$ cat src/rtl/tic_pkg.sv
package tic_pkg;
   localparam int ADDR_W    = 5;
   localparam int N_PLANES  = 7;
   // plane indices
   localparam int PL_CFG0   = 0;
   localparam int PL_CFG1   = 1;
   localparam int PL_CFG2   = 2;
   localparam int PL_MASK   = 3;
   localparam int PL_WAKE   = 4;
   localparam int PL_SRC    = 5;
   localparam int PL_ASGN   = 6;
   // write-only addresses beyond the plane pairs
   localparam logic [ADDR_W-1:0] WA_RISE_CLR = 5'd14;
   localparam logic [ADDR_W-1:0] WA_FALL_CLR = 5'd15;
   localparam logic [ADDR_W-1:0] WA_TEST     = 5'd16;
   // read addresses beyond the planes
   localparam logic [ADDR_W-1:0] RA_PEND0    = 5'd7;
   localparam logic [ADDR_W-1:0] RA_PEND1    = 5'd8;
   localparam logic [ADDR_W-1:0] RA_RISE     = 5'd9;
   localparam logic [ADDR_W-1:0] RA_FALL     = 5'd10;
   localparam logic [ADDR_W-1:0] RA_TEST     = 5'd11;

   function automatic logic plane_rst_ones(int p);
      return (p == PL_SRC) || (p == PL_ASGN);
   endfunction
endpackage

$ cat src/rtl/tic_sync.sv
module tic_sync #(
   parameter int N      = 32,
   parameter int STAGES = 2
) (
   input  logic         clk,
   input  logic         rst_n,
   input  logic [N-1:0] d,
   output logic [N-1:0] q
);
   initial begin
      if (STAGES < 2) $error("tic_sync: STAGES must be at least 2");
   end

   logic [N-1:0] chain [STAGES];

   genvar s;
   generate
      for (s = 0; s < STAGES; s++) begin : g_stage
         always_ff @(posedge clk or negedge rst_n) begin
            if (!rst_n) chain[s] <= '0;
            else if (s == 0) chain[s] <= d;
            else chain[s] <= chain[(s == 0) ? 0 : s-1];
         end
      end
   endgenerate

   assign q = chain[STAGES-1];
endmodule

$ cat src/rtl/tic_setclr.sv
module tic_setclr #(
   parameter int   W        = 32,
   parameter logic RST_ONES = 1'b0
) (
   input  logic         clk,
   input  logic         rst_n,
   input  logic         set_stb,
   input  logic         clr_stb,
   input  logic [W-1:0] data,
   output logic [W-1:0] q
);
   always_ff @(posedge clk or negedge rst_n) begin
      if (!rst_n) q <= {W{RST_ONES}};
      else q <= (q | (set_stb ? data : '0)) & ~(clr_stb ? data : '0);
   end

   assert_set_hits_R1: assert property (@(posedge clk) disable iff (!rst_n)
      set_stb |=> ((q & $past(data)) == $past(data)));
   assert_clr_hits_R1: assert property (@(posedge clk) disable iff (!rst_n)
      clr_stb |=> ((q & $past(data)) == '0));
   assert_zero_keeps_R1: assert property (@(posedge clk) disable iff (!rst_n)
      (set_stb || clr_stb) |=> ((q & ~$past(data)) == ($past(q) & ~$past(data))));
endmodule

$ cat src/rtl/tic_detect.sv
module tic_detect #(
   parameter int N = 32
) (
   input  logic         clk,
   input  logic         rst_n,
   input  logic [N-1:0] in_s,
   input  logic [N-1:0] c0,
   input  logic [N-1:0] c1,
   input  logic [N-1:0] c2,
   input  logic [N-1:0] mask,
   input  logic [N-1:0] rise_clr,
   input  logic [N-1:0] fall_clr,
   output logic [N-1:0] pend,
   output logic [N-1:0] rise_lat,
   output logic [N-1:0] fall_lat
);
   logic [N-1:0] prev;
   logic [N-1:0] rise_en, fall_en, hi_en, lo_en;
   logic [N-1:0] rise_hit, fall_hit;

   // trigger code {c2,c1,c0}: 001 rise, 010 fall, 011 both, 101 high, 110 low
   assign rise_en  = ~c2 & c0;
   assign fall_en  = ~c2 & c1;
   assign hi_en    = c2 & ~c1 & c0;
   assign lo_en    = c2 & c1 & ~c0;
   assign rise_hit = in_s & ~prev & rise_en;
   assign fall_hit = ~in_s & prev & fall_en;

   always_ff @(posedge clk or negedge rst_n) begin
      if (!rst_n) begin
         prev     <= '0;
         rise_lat <= '0;
         fall_lat <= '0;
      end else begin
         prev     <= in_s;
         rise_lat <= (rise_lat & ~rise_clr) | rise_hit;
         fall_lat <= (fall_lat & ~fall_clr) | fall_hit;
      end
   end

   assign pend = mask & ((rise_lat & rise_en) | (fall_lat & fall_en) |
                         (in_s & hi_en) | (~in_s & lo_en));

   assert_rise_cause_R5: assert property (@(posedge clk) disable iff (!rst_n)
      ((rise_lat & ~$past(rise_lat)) & ~$past(in_s & ~prev)) == '0);
   assert_fall_cause_R5: assert property (@(posedge clk) disable iff (!rst_n)
      ((fall_lat & ~$past(fall_lat)) & ~$past(~in_s & prev)) == '0);
endmodule

$ cat src/rtl/trig_intc.sv
module trig_intc
   import tic_pkg::*;
#(
   parameter int N_SRC       = 32,
   parameter int DATA_W      = 32,
   parameter int SYNC_STAGES = 2
) (
   input  logic              clk,
   input  logic              rst_n,
   input  logic              wr_en,
   input  logic [ADDR_W-1:0] wr_addr,
   input  logic [DATA_W-1:0] wr_data,
   input  logic [ADDR_W-1:0] rd_addr,
   output logic [DATA_W-1:0] rd_data,
   input  logic [N_SRC-1:0]  src_main,
   input  logic [N_SRC-1:0]  src_alt,
   output logic              irq_req0,
   output logic              irq_req1,
   output logic              irq_wake,
   output logic [N_SRC-1:0]  pend_req0,
   output logic [N_SRC-1:0]  pend_req1
);
   localparam int PAD = DATA_W - N_SRC;

   initial begin
      if (N_SRC > DATA_W) $error("trig_intc: N_SRC exceeds DATA_W");
      if (N_SRC < 1) $error("trig_intc: N_SRC must be positive");
   end

   logic [N_SRC-1:0]  plane [N_PLANES];
   logic [N_SRC-1:0]  wbits;
   logic [N_SRC-1:0]  in_raw, in_s, pend, rise_lat, fall_lat, rise_clr, fall_clr;
   logic [DATA_W-1:0] test_q;
   logic              normal;

   assign wbits = wr_data[N_SRC-1:0];

   genvar p;
   generate
      for (p = 0; p < N_PLANES; p++) begin : g_plane
         tic_setclr #(.W(N_SRC), .RST_ONES(plane_rst_ones(p))) u_reg (
            .clk     (clk),
            .rst_n   (rst_n),
            .set_stb (wr_en && (wr_addr == ADDR_W'(2*p))),
            .clr_stb (wr_en && (wr_addr == ADDR_W'(2*p+1))),
            .data    (wbits),
            .q       (plane[p])
         );
      end
   endgenerate

   always_ff @(posedge clk or negedge rst_n) begin
      if (!rst_n) test_q <= '0;
      else if (wr_en && wr_addr == WA_TEST) test_q <= wr_data;
   end

   assign rise_clr = (wr_en && wr_addr == WA_RISE_CLR) ? wbits : '0;
   assign fall_clr = (wr_en && wr_addr == WA_FALL_CLR) ? wbits : '0;

   assign in_raw = (plane[PL_SRC] & src_main) | (~plane[PL_SRC] & src_alt);

   tic_sync #(.N(N_SRC), .STAGES(SYNC_STAGES)) u_sync (
      .clk (clk), .rst_n (rst_n), .d (in_raw), .q (in_s)
   );

   tic_detect #(.N(N_SRC)) u_det (
      .clk      (clk),
      .rst_n    (rst_n),
      .in_s     (in_s),
      .c0       (plane[PL_CFG0]),
      .c1       (plane[PL_CFG1]),
      .c2       (plane[PL_CFG2]),
      .mask     (plane[PL_MASK]),
      .rise_clr (rise_clr),
      .fall_clr (fall_clr),
      .pend     (pend),
      .rise_lat (rise_lat),
      .fall_lat (fall_lat)
   );

   assign pend_req0 = pend & plane[PL_ASGN];
   assign pend_req1 = pend & ~plane[PL_ASGN];
   assign normal    = (test_q == '0);
   assign irq_req0  = normal && (|pend_req0);
   assign irq_req1  = normal && (|pend_req1);
   assign irq_wake  = normal && (|(pend & plane[PL_WAKE]));

   function automatic logic [DATA_W-1:0] widen(logic [N_SRC-1:0] v);
      return {{PAD{1'b0}}, v};
   endfunction

   always_comb begin
      rd_data = '0;
      if (rd_addr < ADDR_W'(N_PLANES)) rd_data = widen(plane[rd_addr[2:0]]);
      else begin
         case (rd_addr)
            RA_PEND0: rd_data = widen(pend_req0);
            RA_PEND1: rd_data = widen(pend_req1);
            RA_RISE:  rd_data = widen(rise_lat);
            RA_FALL:  rd_data = widen(fall_lat);
            RA_TEST:  rd_data = test_q;
            default:  rd_data = '0;
         endcase
      end
   end

   assert_wake_needs_req_R8: assert property (@(posedge clk) disable iff (!rst_n)
      irq_wake |-> (irq_req0 || irq_req1));
   assert_test_gate_R9: assert property (@(posedge clk) disable iff (!rst_n)
      (irq_req0 || irq_req1 || irq_wake) |-> (test_q == '0));
   assert_mask_drop_R6: assert property (@(posedge clk) disable iff (!rst_n)
      (wr_en && wr_addr == ADDR_W'(2*PL_MASK+1)) |=> ((pend & $past(wbits)) == '0));
   assert_route_disjoint_R7: assert property (@(posedge clk) disable iff (!rst_n)
      (pend_req0 & pend_req1) == '0);
endmodule

$ cat config.mk
export PLATFORM = sky130hd
export DESIGN_NAME = trig_intc
export DESIGN_NICKNAME = d
export VERILOG_FILES = /design/src/rtl/tic_pkg.sv /design/src/rtl/tic_sync.sv /design/src/rtl/tic_setclr.sv /design/src/rtl/tic_detect.sv /design/src/rtl/trig_intc.sv
export SDC_FILE = /design/constraint.sdc
export NUM_CORES = 1
export LEC_CHECK = 0
export BUFFER_PORTS_ARGS = -buffer_cell sky130_fd_sc_hd__buf_2
export CORE_MARGIN = 8
export CORE_UTILIZATION = 50
export DETAILED_ROUTE_END_ITERATION = 8
export GPL_ROUTABILITY_DRIVEN = 1
export GPL_TIMING_DRIVEN = 0
export MAX_ROUTING_LAYER = met4
export PLACE_DENSITY = 0.69
export SYNTH_ARGS = -nofsm -noshare
export SYNTH_HDL_FRONTEND = slang
export SYNTH_SLANG_ARGS = --single-unit
$ cat constraint.sdc
create_clock -name clk -period 4.3 [get_ports clk]
set_clock_uncertainty 0.2 [all_clocks]
set_input_delay 0.43 -clock clk [delete_from_list [all_inputs] [get_ports clk]]
set_output_delay 0.43 -clock clk [all_outputs]
set_load 0.01 [all_outputs]
==> summary.txt <==
CTS Root Buffer Type: clkbuf_16
I/O Pins: 208
Worst setup EP type: primary output
GRT met3 Usage: 8.16%
Slew Viols, Final: 0
Final ANT Viol Nets: 0
Core area: 0.0408 mm2
Area leader, netlist: dfrtp_1
HPWL Detailed: 53200 um
CTS tree: yes
Vias/cell: 6.59
Net Sw Frac: 32.0%
Share of cells above drive strength 1: 20.8%
Fill cells: 3529
Final worst path period need: 4220 ps
Max-cap violations: 0
Critical Path End: irq_req1
Critical path's top delay family: simple AND/OR/NAND/NOR gates
Full die area: 0.0482 mm2
Yosys reg bits: 416
Pwr dens: 525 mW/mm2
Critical Path AT: 3590 ps
GR Util met2: 48.0%
Row count: 74
Number of flops mapped to enable cells by yosys: 0
Mean Syn Cell Area: 10.4 um2
Logic pwr share: 22.3%
Cells after Synth: 1997
Post-synthesis simple-gate area fraction: 11.6%
Final Hold Viols: 0
Tcrit/Tclk final: 98.2%
Synthesized cell area: 0.0207 mm2
Relative slew slack: 20.6%
Area Overhead vs Synth: 18.6%
H-tree depth: 2
Synth Area in Compound Gates: 21.8%
CTS Sinks: 416
Ranking of synthesized cells by area: dfrtp_1 43%, a21oi_1 11%, dfstp_2 8.1%
Worst-path cell chain: and3b_1 -> o311ai_2 -> nor2_1 -> nor4_1 -> and4_1 -> a41oi_1 -> buf_2
Setup Crit Path Kind: reg -> out
WL per Instance: 27.1 um
Critical path depth: 7
Clk_lat worst skew: 590 ps
Chip height: 220 um
Buffers and inverters on the worst path: 1
Met1 usage: 40.0%
Hold crit path type: in -> reg
Max VDD drop: 397 uV
NumNets Final: 2395
P_int: 8760 uW
Drt drc: 0
Sequential power share: 46.1%
Worst r2r path cells: 2
Ys flop type: dfrtp_1
Switch Pwr: 4130 uW
Slowest-stage cell, CP: nor4_1
Post-CTS setup buffer count: 0
Adder-Cell Fraction of Synth Area: 0%
FF-to-FF End: u_sync.chain[63]
Top cell type's share of synthesized area: 42.5%
Setup crit start: g_plane[0].u_reg.q[4]
Clock share of power: 31.6%
Startpoint Class: register
WHS: 47.5 ps
FMAX: 0.237 GHz
Num CTS Buffers: 46
Post-synth ARST share: 100%
Total GRT Usage: 32.4%
RR Startpoint: g_plane[5].u_reg.q[31]
DRT Pass-1 Iters: 5
Outcome: completed
Post-synthesis sequential area ratio: 50.7%
Final Setup Violations: 0
Clk pin slew, worst setup/hold paths: 60 ps
Starting density of the core: 50.7%
DR iter-0 viols: 2181
Synth Area in XOR/XNOR: 0%
CP Max Fanout: 6
Most Crowded Layer GR: met2
Antenna violations before repair: 2
CTS Buffer Depth: 3
R2R Setup Slk: 2450 ps
CP peak stage delay: 730 ps
Via count: 18836
IO buf count: 173
PnR Total Power: 12900 uW
Routed WL: 77400 um
GRT overflow: 0
Leak pwr: 0.0105 uW
Pin count of the biggest net entering global routing: 123
Syn nets: 2106
Gp weighted congestion: 0.987
Die W: 220 um
Synth warn: 0
Multiplexer area fraction after synthesis: 11.8%
First-pass GRT wire length: 114000 um
Unrepaired setup endpoints after global routing: false
Number of global-route vias before repair: 18795
Synth cell types: 60
Worst slew pin tran: 1190 ps
Critical Path RT: 3670 ps
Largest family of logic cells by synthesized area: compound AO/OA/AOI/OAI gates
==> power by group through the flow <==
stage          logic [uW]  registers (uW)  clock network (uW)
2_1_floorplan        1960            5580                   0
3_3_place_gp         2620            5900                   0
3_5_place_dp         2720            5950                   0
4_1_cts              2830            5890                4110
5_1_grt              3110            6050                4260
6_report             2880            5940                4080
==> timing repair <==
| item | in CTS | in global routing |
|---|---|---|
| hold buffers | 65 | 0 |
| hold endpoints to repair | 117 | 0 |
| endpoints found under the setup margin | 2 | 1 |
| gates resized for setup | 4 | 2 |
==> worst register-to-register path: stages, from the launching register on <==
cell and delay, ps:
dfstp_2 590, mux2_2 360, dlygate4sd3_1 570
==> per-layer routing <==
metal / vias up / share of wire (%)
met2: 1153 / 45
met1: 9360 / 38
met5: - / 0
met3: 305 / 11
met4: 0 / 6.4
li1: 8018 / -
==> placed cells by master (no fill, tap or decap), drive strengths merged, types with 16 or more instances in the layout <==
cell         instances
a21oi              475
dfrtp              352
clkbuf             213
buf                201
nand2              137
mux2                96
nor2                91
dlygate4sd3         65
dfstp               64
mux2i               63
inv                 60
o21ai               36
nor2b               34
nor4bb              32
a21o                32
a32o                32
mux4                32
o221ai              23
a221o               21
a22o                21
nor4                21
nor3b               17
nand3b              16
o22ai               16
or3b                16
==> registers in the layout, indices dropped and copies added, names as in the netlist <==
signal / cells
g_plane.u_reg.q: 224
test_q: 32
u_det.fall_lat: 32
u_det.prev: 32
u_det.rise_lat: 32
u_sync.chain: 32
u_sync.q: 32
==> through the flow <==
stage                     instances  setup TNS [ps]  utilization, %  area (um2)  setup WS (ps)
after detailed placement       2705               0            54.7       22300            400
after global routing           2857               0            60.2       24600            219
after global placement         2702        -2157760            54.5       22200          -5640
final                          2858               0            60.2       24600           79.3
after CTS                      2855               0            60.1       24600           10.7
after floorplan                1997               0               -       20700           1700
==> final cells by class <==
type / instances / area [um2] / share of cell area [%]
sequential: 416 / 10500 / 42.7
multi-input combinational: 1360 / 9390 / 38.2
timing repair buffer: 241 / 1610 / 6.55
clock buffer: 76 / 1430 / 5.80
tap: 532 / 666 / 2.71
buffer: 162 / 633 / 2.58
inverter: 59 / 221 / 0.901
clock inverter: 9 / 124 / 0.504
antenna: 3 / 7.51 / 0.0306
==> worst min-delay path by stage <==
| stage | start | endpoint | slack [ps] | depth (start not counted) |
|---|---|---|---|---|
| floorplan | rst_n | g_plane[0].u_reg.q[0] | -70 | 0 |
| global placement | u_sync.chain[34] | u_sync.q[2] | 130 | 0 |
| detailed placement | u_sync.chain[50] | u_sync.q[18] | 130 | 0 |
| CTS | wr_data[5] | u_det.fall_lat[5] | 30 | 3 |
| global route | wr_data[21] | u_det.fall_lat[21] | 80 | 3 |
| finish | wr_data[5] | u_det.fall_lat[5] | 50 | 3 |
==> kinds of logic after synthesis <==
family	count (synthesis)
compound gates	734
buf+inv	221
flops	416
mux	191
simple gates	435
==> synthesized netlist by cell type (4+ instances only) <==
cell type	number
nand3_1	14
or3b_2	15
a221o_1	21
a22oi_1	13
nor4bb_1	32
and3b_1	15
mux2i_1	63
nor2b_1	34
buf_2	14
nor2_1	90
dfstp_2	64
o21ai_0	36
nor3b_1	16
o22a_1	6
nand3b_1	16
nor3_1	7
mux4_2	29
and3_1	13
inv_1	59
o221ai_1	23
a32o_1	32
o311ai_1	7
o22ai_1	16
a31oi_1	14
dfrtp_1	352
o211ai_1	4
a21o_1	32
clkbuf_1	137
mux2_2	96
buf_1	9
a22o_1	21
a21oi_1	475
nor4_1	21
nand2_1	137
a221oi_1	15
(Power assumes the default switching activity.)
